File: config.mk
export PLATFORM = sky130hd
export DESIGN_NAME = gact_router
export DESIGN_NICKNAME = d
export VERILOG_FILES = /design/src/rtl/gact_pkg.sv /design/src/rtl/gact_fifo.sv /design/src/rtl/gact_sched.sv /design/src/rtl/gact_outreg.sv /design/src/rtl/gact_router.sv
export SDC_FILE = /design/constraint.sdc
export NUM_CORES = 1
export LEC_CHECK = 0
export ABC_AREA = 1
export CORE_MARGIN = 2
export CORE_UTILIZATION = 56
export DETAILED_ROUTE_END_ITERATION = 8
export PLACE_DENSITY_LB_ADDON = 0.25
export RECOVER_POWER = 25
export REMOVE_ABC_BUFFERS = 1
export SYNTH_ARGS = -nofsm -noshare
export SYNTH_HDL_FRONTEND = slang
export SYNTH_HIERARCHICAL = 1
export SYNTH_SLANG_ARGS = --single-unit
File: constraint.sdc
create_clock -name clk -period 5 [get_ports clk]
set_input_delay 1 -clock clk [delete_from_list [all_inputs] [get_ports clk]]
set_output_delay 1 -clock clk [all_outputs]
set_load 0.02 [all_outputs]
File: src/rtl/gact_pkg.sv
package gact_pkg;
  typedef enum logic [2:0] {
    ACT_NONE,
    ACT_KILL0,
    ACT_KILL1,
    ACT_ROUTE0,
    ACT_ROUTE1
  } act_e;
endpackage

File: src/rtl/gact_fifo.sv
module gact_fifo #(
  parameter int DW    = 32,
  parameter int DEPTH = 4
) (
  input  logic          clk,
  input  logic          rst,
  input  logic          push,
  input  logic [DW-1:0] push_data,
  input  logic          pop,
  output logic [DW-1:0] head,
  output logic          nonempty,
  output logic          full
);
  localparam int AW = (DEPTH > 1) ? $clog2(DEPTH) : 1;
  localparam int CW = AW + 1;

  logic [DW-1:0] mem [DEPTH];
  logic [AW-1:0] wr_ptr, rd_ptr;
  logic [CW-1:0] cnt;
  logic          do_push, do_pop;

  assign full     = (cnt == CW'(DEPTH));
  assign nonempty = (cnt != '0);
  assign do_push  = push && !full;
  assign do_pop   = pop && nonempty;
  assign head     = mem[rd_ptr];

  always_ff @(posedge clk) begin
    if (do_push) mem[wr_ptr] <= push_data;
  end

  always_ff @(posedge clk) begin
    if (rst) begin
      wr_ptr <= '0;
      rd_ptr <= '0;
      cnt    <= '0;
    end else begin
      if (do_push) wr_ptr <= (wr_ptr == AW'(DEPTH - 1)) ? '0 : wr_ptr + 1'b1;
      if (do_pop)  rd_ptr <= (rd_ptr == AW'(DEPTH - 1)) ? '0 : rd_ptr + 1'b1;
      case ({do_push, do_pop})
        2'b10:   cnt <= cnt + 1'b1;
        2'b01:   cnt <= cnt - 1'b1;
        default: cnt <= cnt;
      endcase
    end
  end


  no_overflow_chk: assert property (@(posedge clk) disable iff (rst) cnt <= CW'(DEPTH));


  pop_nonempty_chk: assert property (@(posedge clk) disable iff (rst) pop |-> nonempty);
endmodule

File: src/rtl/gact_sched.sv
module gact_sched
  import gact_pkg::*;
(
  input  logic [1:0] has,
  input  logic [1:0] mark,
  input  logic [1:0] dest,
  input  logic [1:0] space,
  input  logic       pref,
  output act_e       act
);
  logic [1:0] kill_ok, route_ok;

  always_comb begin
    for (int i = 0; i < 2; i++) begin
      kill_ok[i]  = has[i] && mark[i];
      route_ok[i] = has[i] && !mark[i] && space[dest[i]];
    end
    if (kill_ok[0])      act = ACT_KILL0;
    else if (kill_ok[1]) act = ACT_KILL1;
    else if (!pref) begin
      if (route_ok[0])      act = ACT_ROUTE0;
      else if (route_ok[1]) act = ACT_ROUTE1;
      else                  act = ACT_NONE;
    end else begin
      if (route_ok[1])      act = ACT_ROUTE1;
      else if (route_ok[0]) act = ACT_ROUTE0;
      else                  act = ACT_NONE;
    end
  end
endmodule

File: src/rtl/gact_outreg.sv
module gact_outreg #(
  parameter int DW = 32
) (
  input  logic          clk,
  input  logic          rst,
  input  logic          push,
  input  logic [DW-1:0] push_data,
  input  logic          ready,
  output logic          valid,
  output logic [DW-1:0] data,
  output logic          space
);
  assign space = !valid || ready;

  always_ff @(posedge clk) begin
    if (rst)        valid <= 1'b0;
    else if (push)  valid <= 1'b1;
    else if (ready) valid <= 1'b0;
  end

  always_ff @(posedge clk) begin
    if (push) data <= push_data;
  end


  out_hold_chk: assert property (@(posedge clk) disable iff (rst)
    valid && !ready |=> valid && $stable(data));


  push_space_chk: assert property (@(posedge clk) disable iff (rst) push |-> space);
endmodule

File: src/rtl/gact_router.sv
module gact_router
  import gact_pkg::*;
#(
  parameter int DW       = 32,
  parameter int DEPTH    = 4,
  parameter int CNT_W    = 16,
  parameter int DEST_BIT = 0
) (
  input  logic                clk,
  input  logic                rst,
  input  logic [1:0]          in_valid,
  output logic [1:0]          in_ready,
  input  logic [1:0][DW-1:0]  in_data,
  output logic [1:0]          out_valid,
  input  logic [1:0]          out_ready,
  output logic [1:0][DW-1:0]  out_data,
  output logic [CNT_W-1:0]    bad_count
);
  localparam int MARK_BIT = DW - 1;

  logic [1:0][DW-1:0] head;
  logic [1:0]         has, full, pop, mark, dest, space, opush;
  logic               pref;
  logic [DW-1:0]      route_data;
  logic               routing, killing;
  act_e               act;

  for (genvar i = 0; i < 2; i++) begin : g_in
    gact_fifo #(.DW(DW), .DEPTH(DEPTH)) u_q (
      .clk(clk), .rst(rst),
      .push(in_valid[i]), .push_data(in_data[i]),
      .pop(pop[i]), .head(head[i]),
      .nonempty(has[i]), .full(full[i])
    );
    assign in_ready[i] = !full[i];
    assign mark[i]     = head[i][MARK_BIT];
    assign dest[i]     = head[i][DEST_BIT];
  end

  gact_sched u_sched (
    .has(has), .mark(mark), .dest(dest), .space(space), .pref(pref), .act(act)
  );

  assign pop[0]     = (act == ACT_KILL0) || (act == ACT_ROUTE0);
  assign pop[1]     = (act == ACT_KILL1) || (act == ACT_ROUTE1);
  assign routing    = (act == ACT_ROUTE0) || (act == ACT_ROUTE1);
  assign killing    = (act == ACT_KILL0) || (act == ACT_KILL1);
  assign route_data = (act == ACT_ROUTE1) ? head[1] : head[0];

  always_comb begin
    opush = '0;
    if (routing) opush[route_data[DEST_BIT]] = 1'b1;
  end

  for (genvar k = 0; k < 2; k++) begin : g_out
    gact_outreg #(.DW(DW)) u_o (
      .clk(clk), .rst(rst),
      .push(opush[k]), .push_data(route_data),
      .ready(out_ready[k]), .valid(out_valid[k]),
      .data(out_data[k]), .space(space[k])
    );
  end

  always_ff @(posedge clk) begin
    if (rst) begin
      pref      <= 1'b0;
      bad_count <= '0;
    end else begin
      if (act == ACT_ROUTE0)      pref <= 1'b1;
      else if (act == ACT_ROUTE1) pref <= 1'b0;
      if (killing) bad_count <= bad_count + 1'b1;
    end
  end


  single_pop_chk: assert property (@(posedge clk) disable iff (rst) $countones(pop) <= 1);


  kill_first_chk: assert property (@(posedge clk) disable iff (rst)
    has[0] && head[0][MARK_BIT] |-> pop[0]);


  kill_count_chk: assert property (@(posedge clk) disable iff (rst)
    killing |=> bad_count == $past(bad_count) + 1'b1);


  dest1_chk: assert property (@(posedge clk) disable iff (rst)
    opush[1] |=> out_valid[1] && out_data[1][DEST_BIT]);


  dest0_chk: assert property (@(posedge clk) disable iff (rst)
    opush[0] |=> out_valid[0] && !out_data[0][DEST_BIT]);


  pref_hold_chk: assert property (@(posedge clk) disable iff (rst)
    !routing |=> $stable(pref));
endmodule

==> impl_summary.log <==
[metrics] non-filler cells, final: 1,561
[metrics] port bufs: between 150 and 200
[metrics] data arrival time of the worst path: ~4.5 ns
[metrics] Final WS setup: 0.695 ns
[metrics] most frequent cells in the layout: 320 x edfxtp_1, 168 x nor2_1, 103 x clkdlybuf4s50_1
[metrics] share of Yosys cell area claimed by the top area cell type: 0.680
[metrics] slew of the pin with the lowest slew margin: 1.22 ns
[metrics] core footprint: 25,000 um^2
[metrics] worst slack, placed: about 0.59 ns
[metrics] maximum vdd drop: around 0.0003 V
[metrics] minimum period implied by the final worst setup slack: roughly 4.3 ns
[metrics] worst setup skew after layout: 0.0117 ns
[metrics] worst max-slew margin expressed relative to the limit: 0.187
[metrics] floorplan row count: 58
[metrics] cell types with the largest area share after synthesis: edfxtp_1 68%, dfxtp_1 5.2%, nor2_1 4.7%
[metrics] buffers inserted during post-CTS setup optimization: 0
[metrics] count of pins over their slew limit: 0
[metrics] die extent in x: approximately 160 um
[metrics] utilization after layout: 0.682
[metrics] Worst Setup Start Kind: register
[metrics] placed cell count: about 1,500
[metrics] antenna viol nets, final: 0
[metrics] drt via density: 5.57
[metrics] post-route total power: 9.58 mW
[metrics] aggregate global-route resource usage: 0.231
[metrics] number of H-tree levels: 2
[metrics] number of unique standard cell types used by synthesis: 33
[metrics] final cell area excluding filler cells: 17,000 um^2
[metrics] routed length per placed instance: 19.4 um
[metrics] status: completed
[metrics] count of maximum capacitance violations: 0
[metrics] leakage power: 6.05 nW
[metrics] boundary pin count: 154
[metrics] highest achievable clock rate: between 200 and 250 MHz
[metrics] maximum fanout count along the critical path: around 40
[metrics] net count reported at finish: 1,286
[metrics] Clk pin slew, worst setup/hold paths: 0.06 ns
[metrics] maximum clock insertion buffer count: 3
[metrics] global placer's final weighted congestion: roughly 0.83
[metrics] GR Overflow Total: 0
[metrics] CTS Buf Count: 35
[metrics] worst hold margin: 0.475 ns
[metrics] cells resized by post-CTS repair: 0
[metrics] CTS tree: yes
[metrics] post-DP HPWL: 18,800 um
[metrics] hold bufs inserted after CTS: 0
[metrics] category of the worst setup path capture point: register
[metrics] most frequent standard cell in the layout excluding fill and tap cells: edfxtp_1
[metrics] RSZ-0062 raised after global routing: false
[metrics] number of sinks handled by clock tree synthesis: approximately 360
[metrics] routed wire length: 30,400 um
[metrics] Syn-to-layout area delta: 20.5%
[metrics] clock latency at the later pin of the worst-skew pair: 0.51 ns
[metrics] vias in the first global route: 8,489
[metrics] fraction of the cycle the final worst path needs: 0.861
[metrics] start-to-end type of the worst setup path: reg -> reg
[metrics] Synth Area per Inst: 13.6 um^2
[metrics] die area: roughly 27,000 um^2
[metrics] wire length of the first global-routing pass: roughly 46,000 um
[metrics] largest net degree at the start of global routing: 65
[metrics] synth warn: 6
[metrics] Die H: 163 um
[metrics] detailed router's first-iteration violation count: 836
[metrics] proportion of synthesized chip area in sequential cells: 0.732
[metrics] count of final setup violators: 0
[metrics] final-report hold violation count: 0
[metrics] Vias: 8,688
[metrics] cell area after synthesis: 14,100 um^2
[metrics] total negative slack: 0 ns
[metrics] layout cells sized above 1: 0.104
[metrics] Root Buffer: clkbuf_16
[metrics] cell area after placement: between 15,000 and 20,000 um^2
[metrics] number of antenna violations at the first check in global routing: 4
[metrics] remaining routing DRC violations: 0
[metrics] power per cell area: 563 nW/um^2
[metrics] hold crit path type: reg -> reg
[metrics] number of instances in the synthesized netlist: 1,042
[metrics] total of flip-flops plus latches after synthesis: 357
[metrics] required time of the critical path: 5.22 ns
[metrics] TritonRoute pass-1 iters: 7
[metrics] cell taking the most area after synthesis: edfxtp_1
[metrics] starting density of the core: 0.566
[metrics] Layout fillers: around 1,800
Yosys cell counts (all sizes together):
| cell type | count |
|---|---|
| mux2 | 31 |
| o21ai | 138 |
| and3 | 1 |
| clkbuf | 2 |
| ha | 13 |
| fa | 2 |
| xor2 | 1 |
| a21oi | 23 |
| edfxtp | 320 |
| nand4 | 3 |
| nand2 | 83 |
| buf | 41 |
| nor3 | 5 |
| nor2 | 182 |
| xnor2 | 1 |
| dfxtp | 37 |
| nand3b | 5 |
| inv | 73 |
| o22ai | 64 |
| nand3 | 17 |
state kept, by name, indices dropped and copies added (netlist names), named ones only:
register and cells:
g_in.u_q/rd_ptr 4, g_in.u_q/wr_ptr 4, g_in.u_q/cnt 6, g_in.u_q/mem 256, g_out.u_o/valid 2, g_out.u_o/data 64
bad_count 16, pref 1
power by group:
group	leakage, nW	internal, mW	switching, mW
Sequential	3.24	3.98	0.228
Clock	0.544	1.48	1.04
Combinational	2.28	1.11	1.75
layout make-up:
cell class	instances	area [um^2]	share of cell area
Inverter	73	289	0.0170
Antenna cell	3	7.51	0.000441
Timing Repair Buffer	165	1650	0.0967
Tap cell	330	413	0.0242
Sequential cell	357	10400	0.608
Clock inverter	15	141	0.00830
Multi-Input combinational cell	569	3200	0.188
Clock buffer	49	980	0.0575
logic make-up (layout without fill, tap and decap cells):
kind of cell	after synthesis	count (layout)	share of synthesized area
simple gates	296	296	0.0875
compound gates	225	225	0.0861
mux	31	31	0.0319
other cells	0	3	0
fa+ha+maj	15	15	0.0143
flops	357	357	0.732
xor+xnor	2	2	0.00124
buf+inv	116	302	0.0467
critical path: stages, from the launching register on:
cell	delay [ns]
dfxtp_2	0.68
buf_4	0.49
nor2_1	0.09
o22ai_1	0.24
nand2_1	0.09
nand2_1	0.09
nand3_1	0.07
a21oi_1	0.31
nand3_4	0.43
o21ai_0	0.52
inv_1	0.17
nor2_4	0.58
buf_12	0.25
path summary, 6_finish.rpt:
kind	cells past startpoint	slack, ns	to	from
hold / removal	2	0.47	pref	pref
hold reg to reg	2	0.47	pref	pref
setup / recovery	12	0.70	g_out[0].u_o/data[22]	register
setup reg to reg	12	0.70	g_out[0].u_o/data[22]	register
metal layers:
layer,vias to the layer above,part of all wire,global-route usage
met5,-,0,0
met4,0,0.025,0.0716
met3,58,0.077,0.0357
met2,379,0.49,0.392
met1,4172,0.40,0.311
li1,4079,-,-
(Power assumes the default switching activity.)
